[config.mk]
export PLATFORM = sky130hd
export DESIGN_NAME = irq_front
export DESIGN_NICKNAME = d
export VERILOG_FILES = /design/src/rtl/irqf_pkg.sv /design/src/rtl/irqf_sync.sv /design/src/rtl/irqf_line.sv /design/src/rtl/irqf_arb.sv /design/src/rtl/irq_front.sv
export SDC_FILE = /design/constraint.sdc
export NUM_CORES = 1
export LEC_CHECK = 0
export BUFFER_PORTS_ARGS = -buffer_cell sky130_fd_sc_hd__buf_2
export CAP_MARGIN = 20
export CORE_MARGIN = 1.5
export CORE_UTILIZATION = 51
export DETAILED_ROUTE_END_ITERATION = 10
export PLACE_DENSITY = 0.82
export SYNTH_ARGS = -nofsm -noshare
export SYNTH_HDL_FRONTEND = slang
export SYNTH_SLANG_ARGS = --single-unit
export TNS_END_PERCENT = 30
[constraint.sdc]
create_clock -name clk -period 2.6 [get_ports clk]
set_input_delay 0.26 -clock clk [delete_from_list [all_inputs] [get_ports clk]]
set_output_delay 0.26 -clock clk [all_outputs]
set_load 0.02 [all_outputs]
[src/rtl/irqf_pkg.sv]
`timescale 1ns/1ps
package irqf_pkg;
  localparam int N_LINES = 3;
  localparam int LINE_W  = $clog2(N_LINES);
  typedef logic [LINE_W-1:0] line_t;
endpackage

[src/rtl/irqf_sync.sv]
`timescale 1ns/1ps
// Multi-flop synchronizer, one chain per bit.
module irqf_sync #(
  parameter int W      = 3,
  parameter int STAGES = 2
) (
  input  logic         clk,
  input  logic         rst_n,
  input  logic [W-1:0] d,
  output logic [W-1:0] q
);
  logic [STAGES-1:0][W-1:0] chain;

  always_ff @(posedge clk or negedge rst_n) begin
    if (!rst_n) begin
      chain <= '0;
    end else begin
      chain[0] <= d;
      for (int i = 1; i < STAGES; i++) chain[i] <= chain[i-1];
    end
  end

  assign q = chain[STAGES-1];
endmodule

[src/rtl/irqf_line.sv]
`timescale 1ns/1ps
// Per-line trigger stage: edge latch or transparent level.
module irqf_line (
  input  logic clk,
  input  logic rst_n,
  input  logic lvl,
  input  logic level_mode,
  input  logic enable,
  input  logic clr,
  output logic req
);
  logic prev, pend;

  always_ff @(posedge clk or negedge rst_n) begin
    if (!rst_n) begin
      prev <= 1'b0;
      pend <= 1'b0;
    end else begin
      prev <= lvl;
      if (!enable || level_mode) pend <= 1'b0;
      else if (lvl && !prev)     pend <= 1'b1;  // new edge wins over clear
      else if (clr)              pend <= 1'b0;
    end
  end

  assign req = enable && (level_mode ? lvl : pend);
endmodule

[src/rtl/irqf_arb.sv]
`timescale 1ns/1ps
// Fixed priority: lowest index wins.
module irqf_arb #(
  parameter int N  = 3,
  parameter int LW = 2
) (
  input  logic [N-1:0]  cand,
  output logic          valid,
  output logic [LW-1:0] line
);
  always_comb begin
    valid = |cand;
    line  = '0;
    for (int i = N-1; i >= 0; i--) begin
      if (cand[i]) line = LW'(i);
    end
  end
endmodule

[src/rtl/irq_front.sv]
`timescale 1ns/1ps
module irq_front
  import irqf_pkg::*;
#(
  parameter int SYNC_STAGES = 2,
  parameter int TYPE_W      = 8,
  parameter int TYPE_BASE   = 12
) (
  input  logic              clk,
  input  logic              rst_n,
  input  logic              pin0_req,
  input  logic              pin1_req_sel,
  input  logic              pin2_req_in,
  output logic              pin2_ack_n,
  output logic              pin2_oe,
  input  logic [2:0]        cfg_mask,
  input  logic [2:0]        cfg_level,
  input  logic              cfg_cascade,
  input  logic              cfg_slave,
  input  logic [TYPE_W-1:0] bus_type,
  output logic              irq_valid,
  input  logic              irq_ready,
  output logic [1:0]        irq_line,
  output logic [TYPE_W-1:0] irq_type
);
  logic [N_LINES-1:0] pin_s, en, clr, req, cand;
  logic               fire;
  line_t              win;
  logic               sel_prev, sel_rise, ext_valid;
  logic [TYPE_W-1:0]  ext_type;

  irqf_sync #(.W(N_LINES), .STAGES(SYNC_STAGES)) u_sync (
    .clk(clk), .rst_n(rst_n),
    .d({pin2_req_in, pin1_req_sel, pin0_req}),
    .q(pin_s)
  );

  // Pin reuse removes lines from the request set.
  assign en   = {~cfg_cascade, ~cfg_slave, 1'b1};
  assign fire = irq_valid && irq_ready;

  for (genvar g = 0; g < N_LINES; g++) begin : g_line
    assign clr[g] = fire && (win == line_t'(g));
    irqf_line u_line (
      .clk(clk), .rst_n(rst_n),
      .lvl(pin_s[g]), .level_mode(cfg_level[g]), .enable(en[g]),
      .clr(clr[g]), .req(req[g])
    );
  end

  // Slave mode: select strobe captures an external type for line 0.
  assign sel_rise = cfg_slave && pin_s[1] && !sel_prev;

  always_ff @(posedge clk or negedge rst_n) begin
    if (!rst_n) begin
      sel_prev  <= 1'b0;
      ext_valid <= 1'b0;
      ext_type  <= '0;
    end else begin
      sel_prev <= pin_s[1];
      if (!cfg_slave || clr[0] || !req[0]) begin
        ext_valid <= 1'b0;
      end else if (sel_rise && !ext_valid) begin
        ext_valid <= 1'b1;
        ext_type  <= bus_type;
      end
    end
  end

  assign cand[0] = req[0] && !cfg_mask[0] && (!cfg_slave || ext_valid);
  assign cand[1] = req[1] && !cfg_mask[1];
  assign cand[2] = req[2] && !cfg_mask[2];

  irqf_arb #(.N(N_LINES), .LW(LINE_W)) u_arb (
    .cand(cand), .valid(irq_valid), .line(win)
  );

  assign irq_line = 2'(win);
  assign irq_type = (cfg_slave && win == '0) ? ext_type
                  : TYPE_W'(TYPE_BASE) + TYPE_W'(win);

  // Cascade acknowledge strobe, one cycle after a line-0 handshake.
  always_ff @(posedge clk or negedge rst_n) begin
    if (!rst_n) pin2_ack_n <= 1'b1;
    else        pin2_ack_n <= !(cfg_cascade && clr[0]);
  end

  assign pin2_oe = cfg_cascade;
endmodule

==> impl_results.md, run 1 <==
- Status: complete, no violations
- First-pass GRT wire length: 2.73 mm
- Leak: 0.599 nW
- Worst Hold Class: in2reg
- Worst Setup Path Type: reg2out
- GR Overflow Total: 0
- Fillers: roughly 150
- Htree depth: 1
- Antenna violations before repair: 0
- CTS buffer count: 3
- Die Y: between 40 and 50 um
- Count of different cell masters after synthesis: 30
- ANT cells: 0
- IO Count: 35
- Setup crit end kind: primary output
- NumNets Final: 133
- Gr busiest metal: met2
- Pre-antenna DRT Iters: 4
- Drt drc: 0
- Worst slew pin tran: ~0.46 ns
- Die width: 46.9 um
- Iter 0 DRT Violations: 4
- Area growth syn-to-layout: 24.0%
- CTS Buffer Depth: 2
- Power density over the cells: 618 nW/um^2
- Design Power: approximately 750 uW
- CP Max Fanout: 8
- Util after Layout: 0.691
- WL/cell: 12.5 um
- Final wirelength: 1.69 mm
- Post-Route Setup TNS: 0 ns
- Crit share post-route: 0.800
- Initial Util: 0.557
- Max-Cap Viols: 0
- Root buf cell: clkbuf_4
- Gp weighted congestion: 0.793
- Final Hold Vio Count: 0
- Met2 GRT Util: 0.312
- Clock skew: 0.00498 ns
- Post-DP HPWL: about 1.4 mm
- Routed vias/inst: 5.20
- Core region area: ~1800 um^2
- Post-CTS sizing: 0
- Routed Antenna Nets: 0
- Die footprint: between 2000 and 2500 um^2
- Slew HR: 0.695
- DR vias: 702
- GR Layer Usage met3: 0.0231
- CTS tree: yes
- FF-to-FF path depth: 3
- PortBufs: 34
- Layout cell share with drive strength beyond 1: 0.509
- Reg-to-Reg Start: u_sync.q[1]
- Mapped Cells: 73
- Tmin final: 2.08 ns
- # hold bufs at CTS: 1
- Sequential-to-total area share from yosys stat: 0.561
- Worst-path clk slew: 0.11 ns
- RSZ-0062 raised after global routing: false
- GRT Resource Usage Total: 0.178
- Synth Cell Area: slightly below 1000 um^2
- Finish-stage setup viols: 0
- Slew Limit Fails: 0
- GRT met1 Usage: 0.217
- Clk sinks: 22
- Row Count: 15
- Worst setup endpoint: irq_type[4]
- Max IR drop VDD: just under 0.5 mV
- Vias in the first global route: 635
- Largest net degree at the start of global routing: 23
- Crit path launch: u_sync.q[0]
- Clock latency at the later pin of the worst-skew pair: 0.30 ns
- WP data arrival: 1.82 ns
- Critical Path RT: 2.34 ns
- Syn Area/Cell: 13.5 um^2
- Worst reg2reg path endpoint: ext_type[0]
- Yosys warnings: 0
- #FFs+latches synth: 22
- Max Fclk: 0.481 GHz
- Post-Syn Nets: between 90 and 100
- Critical Path Source Type: flip-flop
- R2r setup slk: 1.14 ns
- Post-CTS Setup Bufs: 0
## state kept, by name (all words and copies together) (netlist names)
signal,cells
u_sync.q,3
g_line.u_line.pend,3
u_sync.chain,3
g_line.u_line.prev,3
pin2_ack_n,1
ext_type,8
ext_valid,1
## final cells by class
class | instances | area [um^2] | area share
Tap cell | 25 | 31.3 | 0.0256
Timing Repair Buffer | 35 | 180 | 0.148
Clock buffer | 4 | 36.3 | 0.0297
Sequential cell | 22 | 552 | 0.452
Inverter | 2 | 7.51 | 0.00615
Multi-Input combinational cell | 47 | 413 | 0.338
## cells in the final DEF, fill, tap and decap left out, types with 2 or more instances in the layout
| cell | synthesis | final |
|---|---|---|
| nor2b_1 | 4 | 4 |
| buf_2 | 0 | 34 |
| and3b_1 | 4 | 4 |
| mux2_2 | 8 | 8 |
| clkbuf_4 | 0 | 3 |
| nor2_1 | 2 | 2 |
| nand2b_1 | 2 | 2 |
| dfrtp_1 | 21 | 21 |
| or2_2 | 2 | 2 |
| or3b_2 | 2 | 2 |
| mux2i_1 | 2 | 2 |
| nand2_1 | 3 | 3 |
| inv_1 | 2 | 2 |
| o21ai_0 | 2 | 2 |
| nor3_1 | 2 | 2 |
## Yosys cell counts
cell       instances  area share
dfrtp_1           21        0.53
mux2_2             8       0.092
and3b_1            4       0.036
nor2b_1            4       0.025
nand2_1            3       0.011
inv_1              2      0.0076
mux2i_1            2       0.020
nand2b_1           2       0.013
nor2_1             2      0.0076
nor3_1             2       0.010
o21ai_0            2       0.010
or2_2              2       0.013
or3b_2             2       0.018
a2111oi_0          1      0.0089
a2111oi_4          1       0.028
a311oi_4           1       0.027
a31oi_1            1      0.0064
and3_4             1       0.011
and4_1             1      0.0089
buf_4              1      0.0076
clkbuf_1           1      0.0038
dfstp_2            1       0.027
mux2_4             1       0.015
nand3_1            1      0.0051
nand4b_2           1       0.015
o22ai_1            1      0.0064
o31ai_1            1      0.0076
o32ai_1            1      0.0089
or3_1              1      0.0064
or3b_1             1      0.0089
## per-stage QoR
stage	worst slack (ns)	instance area, um^2	hold WS (ns)	std cells
floorplan	0.903	983	-0.0356	73
global placement	0.847	1170	0.239	130
detailed placement	0.833	1170	0.244	130
CTS	0.519	1220	0.0500	135
global route	0.422	1220	0.0345	135
finish	0.520	1220	0.0543	135
## layer usage
metal | part of all wire | wire length [um] | vias up
met5 | 0 | 0 | -
met4 | 0.015 | 26 | 0
met3 | 0.048 | 81 | 4
li1 | - | - | 339
met2 | 0.50 | 839 | 23
met1 | 0.44 | 741 | 336
## power by group
group	total, mW	internal [mW]	switching (mW)
registers	0.407	0.387	0.0197
logic	0.168	0.0801	0.0878
clock network	0.178	0.0854	0.0930
total	0.753	0.553	0.200
## cells by family after synthesis
logic type,count (synthesis),share of synthesized area
AO/OA/AOI/OAI,9,0.103
buffers and inverters,4,0.0191
flip-flops,22,0.561
multiplexers,11,0.127
AND/OR/NAND/NOR,27,0.190
## critical path: stages (launching register included)
cell and delay [ns]:
dfrtp_1 0.42, mux2_4 0.32, a311oi_4 0.40, and3b_1 0.23, buf_2 0.15
## worst min-delay path by stage
| stage | startpoint | endpoint | slack (ns) | cells after the start |
|---|---|---|---|---|
| finish | pin0_req | u_sync.chain[0] | 0.05 | 1 |
| global route | pin0_req | u_sync.chain[0] | 0.03 | 1 |
| CTS | pin0_req | u_sync.chain[0] | 0.05 | 1 |
| detailed placement | rst_n | ext_type[7] | 0.24 | 1 |
| global placement | rst_n | ext_type[1] | 0.24 | 1 |
| floorplan | rst_n | ext_type[0] | -0.04 | 0 |
Power figures use the tool's default switching activity.
==> inputs of run 2 (changes only) <==
--- a/config.mk
+++ b/config.mk
@@ -8,9 +8,9 @@
 export BUFFER_PORTS_ARGS = -buffer_cell sky130_fd_sc_hd__buf_2
 export CAP_MARGIN = 20
 export CORE_MARGIN = 1.5
-export CORE_UTILIZATION = 51
+export CORE_UTILIZATION = 43
 export DETAILED_ROUTE_END_ITERATION = 10
-export PLACE_DENSITY = 0.82
+export PLACE_DENSITY = 0.73
 export SYNTH_ARGS = -nofsm -noshare
 export SYNTH_HDL_FRONTEND = slang
 export SYNTH_SLANG_ARGS = --single-unit
==> constraint.sdc (replaced) <==
create_clock -name clk -period 1.85 [get_ports clk]
set_input_delay 0.185 -clock clk [delete_from_list [all_inputs] [get_ports clk]]
set_output_delay 0.185 -clock clk [all_outputs]
set_load 0.02 [all_outputs]
==> run 2 against run 1 <==
Core utilization fell by 8.4 points; power rose by 43%; the run now ends with setup timing left; sequential power increased by 41%; critical path depth unchanged; largest cell class unchanged; global-route usage up 0.21 points; sequential share of layout area fell by 3.8 points.
==> impl_results.md, run 2 (same netlist as run 1, synthesis figures left out) <==
- Power density over the cells: 812 nW/um^2
- Clock latency at the later pin of the worst-skew pair: 0.32 ns
- Worst hold margin: between 0.02 and 0.03 ns
- FF-to-FF path depth: 4
- Die footprint: 2580 um^2
- Leak: 0.639 nW
- CTS Buffer Depth: 2
- First-pass GRT wire length: 3.20 mm
- Most common cell after layout, fill and taps aside: buf_2
- Hold Crit Depth: 2
- Post-DP HPWL: 1.40 mm
- Max Fclk: 0.511 GHz
- Worst reg2reg path endpoint: ext_type[1]
- GRT Resource Usage Total: 0.180
- Pre-antenna DRT Iters: 2
- Die width: between 50 and 60 um
- WP data arrival: between 1.5 and 2 ns
- Worst Setup Path Type: reg2out
- Post-Route Setup TNS: -0.589 ns
- PortBufs: 34
- Largest Register: ext_type
- Finish-stage setup viols: 9
- Critical Path RT: between 1.5 and 2 ns
- Status: complete, but fails checks
- Worst slew pin tran: approximately 0.48 ns
- Max-Cap Viols: 0
- Setup WS post-layout: -0.106 ns
- Row Count: 17
- Setup crit end kind: primary output
- Root buf cell: clkbuf_4
- Worst Hold Class: in2reg
- RSZ-0062 raised after global routing: true
- Initial Util: 0.449
- Clock skew: 0.0114 ns
- CTS buffer count: 3
- Core region area: about 2200 um^2
- Routed Antenna Nets: 0
- Antenna violations before repair: 0
- Die Y: 50.8 um
- Area growth syn-to-layout: 35.4%
- NumNets Final: 142
- Tmin final: 1.96 ns
- WL/cell: between 10 and 15 um
- Max reg flops: 8
- Clk sinks: 22
- Layout cell share with drive strength beyond 1: 0.546
- Max IR drop VDD: 0.640 mV
- ANT cells: 0
- Slew Limit Fails: 0
- Vias in the first global route: 702
- Reg-to-Reg Start: g_line[0].u_line.pend
- Final wirelength: 1.99 mm
- Routed vias/inst: around 4.8
- CTS tree: yes
- DR vias: 712
- Worst setup endpoint: irq_type[6]
- Htree depth: 1
- CP Max Fanout: 8
- Crit path launch: g_line[0].u_line.pend
- Failing checks: setup timing
- GR Overflow Total: 0
- Iter 0 DRT Violations: 6
- Final Hold Vio Count: 0
- Drt drc: 0
- Worst-path clk slew: ~0.11 ns
- Crit share post-route: 1.06
- Commonest cells after routing, fill and taps aside: 29 x buf_2, 21 x dfrtp_1, 8 x mux2_2
- R2r setup slk: 0.30 ns
- Slew HR: 0.682
- Gp weighted congestion: 0.804
- Critical Path Source Type: flip-flop
- Largest net degree at the start of global routing: 23
- IO Count: 35
[run 2: cell types whose count changed in the layout (fill, tap and decap cells not counted), sizes merged]
cell | previous run | this run
buf | 34 | 40
dlygate4sd3 | 1 | 4
[run 2: power breakdown]
group	switching [mW]	total [mW]	internal, mW	leakage [nW]
clock	0.142	0.227	0.0844	0.0150
combinational	0.134	0.282	0.147	0.357
sequential	0.0281	0.572	0.544	0.266
[run 2: critical path: stages (launching register included)]
cell and delay, ns:
dfrtp_1 0.39, mux2_4 0.31, a311oi_4 0.39, and3b_1 0.24, buf_6 0.13
[run 2: per-layer routing]
layer / vias to the layer above / track usage / share of wire
li1: 356 / - / -
met1: 336 / 0.214 / 0.42
met2: 15 / 0.283 / 0.51
met3: 5 / 0.0439 / 0.033
met4: 0 / 0.135 / 0.031
met5: - / 0 / 0
[run 2: what timing repair did]
item,in CTS,in global routing
gates resized for setup,11,2
gates cloned,0,0
hold buffers,4,0
pin swaps,2,2
setup endpoints to repair,9,10
endpoints found under the hold margin,24,0
setup buffers,5,0
[run 2: worst min-delay path by stage]
stage / from / to / slack, ns
6_report: cfg_cascade / pin2_ack_n / 0.03
5_1_grt: cfg_cascade / pin2_ack_n / 0.02
4_1_cts: cfg_cascade / pin2_ack_n / 0.02
3_5_place_dp: rst_n / u_sync.chain[2] / 0.17
3_3_place_gp: rst_n / u_sync.chain[2] / 0.16
2_1_floorplan: rst_n / ext_type[0] / -0.11
[run 2: stage by stage]
step | std cells | power, mW | worst slack, ns | instance area (um^2) | util
global route | 147 | 1.14 | -0.206 | 1330 | 0.608
floorplan | 73 | 0.732 | 0.229 | 983 | -
CTS | 147 | 1.09 | -0.143 | 1320 | 0.604
detailed placement | 134 | 0.823 | 0.177 | 1180 | 0.541
global placement | 134 | 0.812 | 0.230 | 1180 | 0.541
finish | 147 | 1.08 | -0.106 | 1330 | 0.608
[run 2: area by class of cell]
class | instances | area (um^2)
well taps | 28 | 35.0
flip-flops and latches | 22 | 552
multi-input cells | 47 | 428
clock buffers | 4 | 26.3
inverters | 2 | 7.51
fillers | 179 | 860
repair buffers | 44 | 283
==> inputs of run 3 (changes only) <==
--- a/config.mk
+++ b/config.mk
@@ -10,6 +10,7 @@
 export CORE_MARGIN = 1.5
 export CORE_UTILIZATION = 43
 export DETAILED_ROUTE_END_ITERATION = 10
+export MAX_ROUTING_LAYER = met4
 export PLACE_DENSITY = 0.73
 export SYNTH_ARGS = -nofsm -noshare
 export SYNTH_HDL_FRONTEND = slang
==> run 3 against run 2 <==
The run still ends with setup timing left; register-to-register slack barely moved; critical path depth stayed put; worst setup slack gained 0.0016 ns; cell count did not move; flip-flop and latch count unchanged; via count rose by 0.14%; global-route usage rose by 0.30 points; non-clock buffer count unchanged; combinational power is essentially flat; clock skew about the same; routed wire length is essentially flat; highest routed layer unchanged.
==> impl_results.md, run 3 (same netlist as run 1, synthesis figures left out) <==
- Status: complete, but fails checks
- Failing checks: setup timing
- Critical Path RT: 1.66 ns
- Htree depth: 1
- NumNets Final: 142
- DR vias: between 700 and 800
- Max reg flops: 8
- RSZ-0062 raised after global routing: true
- Worst slew pin tran: 0.479 ns
- Gp weighted congestion: 0.816
- Post-DP HPWL: 1.40 mm
- Die footprint: between 2000 and 3000 um^2
- Layout cell share with drive strength beyond 1: 0.546
- ANT cells: 0
- Hold path start: cfg_cascade
- IO Count: 35
- CTS buffer count: 3
- Largest net degree at the start of global routing: 23
- Critical Path Source Type: flip-flop
- Worst-path clk slew: ~0.11 ns
- Worst Hold Class: in2reg
- Clk sinks: 22
- First-pass GRT wire length: around 3.2 mm
- Row Count: 17
- Routed vias/inst: between 4 and 5
- Hold Crit Depth: 2
- Finish-stage setup viols: 9
- PortBufs: 34
- Max Fclk: 0.512 GHz
- Core region area: 2190 um^2
- Clock latency at the later pin of the worst-skew pair: about 0.31 ns
- FF-to-FF path depth: 4
- Power density over the cells: 811 nW/um^2
- Util after Layout: 0.608
- Post-Route Setup TNS: -0.574 ns
- GRT Resource Usage Total: 0.183
- R2r setup slk: 0.29 ns
- Die width: between 50 and 60 um
- Final Hold Vio Count: 0
- Worst hold margin: 0.0284 ns
- Placed cell count: around 130
- Die Y: 50.8 um
- Leak: 0.639 nW
- Worst reg2reg path endpoint: ext_type[1]
- Worst Setup Path Type: reg2out
- Pre-antenna DRT Iters: 4
- Antenna violations before repair: 0
- GR Overflow Total: 0
- CP Max Fanout: 8
- Commonest cells after routing, fill and taps aside: 29 x buf_2, 21 x dfrtp_1, 8 x mux2_2
- CTS Buffer Depth: 2
- Final std cells w/o fill: 147
- Routed Antenna Nets: 0
- WL/cell: 13.5 um
- Setup WS post-layout: -0.104 ns
- Setup crit end kind: primary output
- Drt drc: 0
- Max IR drop VDD: around 0.64 mV
- WP data arrival: 1.77 ns
- Slew HR: 0.681
- Clock skew: between 0.01 and 0.015 ns
- Final wirelength: 1.99 mm
- Most common cell after layout, fill and taps aside: buf_2
- Reg-to-Reg Start: g_line[0].u_line.pend
- Root buf cell: clkbuf_4
- Design Power: 1.08 mW
- CTS tree: yes
- Max-Cap Viols: 0
- Iter 0 DRT Violations: 9
- Crit share post-route: 1.06
- Initial Util: 0.449
- Vias in the first global route: 707
- Area growth syn-to-layout: 35.4%
- Tmin final: 1.95 ns
- Largest Register: ext_type
- Slew Limit Fails: 0
- Hold path endpoint: pin2_ack_n
==> run 3: cell counts in the layout (fill, tap and decap cells not counted) <==
Identical to the previous run, type by type.
==> run 3: worst max-delay path, stage by stage (launching register included) <==
cell and delay [ns]:
dfrtp_1 0.40, mux2_4 0.31, a311oi_4 0.39, and3b_1 0.24, buf_6 0.13
==> run 3: layout make-up <==
class	count	area [um^2]
sequential	22	552
clock buffer	4	26.3
multi-input combinational	47	428
inverter	2	7.51
timing repair buffer	44	283
fill	179	860
tap	28	35.0
==> run 3: worst max-delay path by stage <==
stage,start,end,slack (ns),cells past startpoint
floorplan,u_sync.q[0],irq_type[1],0.23,3
global placement,u_sync.q[0],irq_type[6],0.23,4
detailed placement,u_sync.q[0],irq_type[5],0.18,4
CTS,g_line[0].u_line.pend,irq_type[5],-0.14,4
global route,g_line[0].u_line.pend,irq_type[6],-0.20,4
finish,g_line[0].u_line.pend,irq_type[6],-0.10,4
==> run 3: where the power goes <==
part / internal (mW) / total [mW] / switching [mW] / leakage [nW]
sequential: 0.544 / 0.572 / 0.0281 / 0.266
clock: 0.0843 / 0.225 / 0.141 / 0.0150
combinational: 0.147 / 0.282 / 0.135 / 0.357
total: 0.776 / 1.08 / 0.303 / 0.639
==> run 3: what timing repair did <==
item / in CTS / in global routing
endpoints found under the hold margin: 24 / 0
resized for setup: 11 / 2
hold buffers: 4 / 0
setup buffers: 5 / 0
endpoints found under the setup margin: 9 / 10
pin swaps: 2 / 2
==> run 3: through the flow <==
stage               cell area (um^2)  setup slack [ns]
floorplan                        983             0.229
global placement                1180             0.230
detailed placement              1180             0.177
CTS                             1320            -0.143
global route                    1330            -0.200
finish                          1330            -0.104
==> run 3: per-layer routing <==
metal	up-vias	global-route usage	wire length [um]
li1	357	-	-
met3	5	0.0351	58
met5	-	-	0
met2	15	0.283	1020
met1	336	0.214	846
met4	0	0.135	59
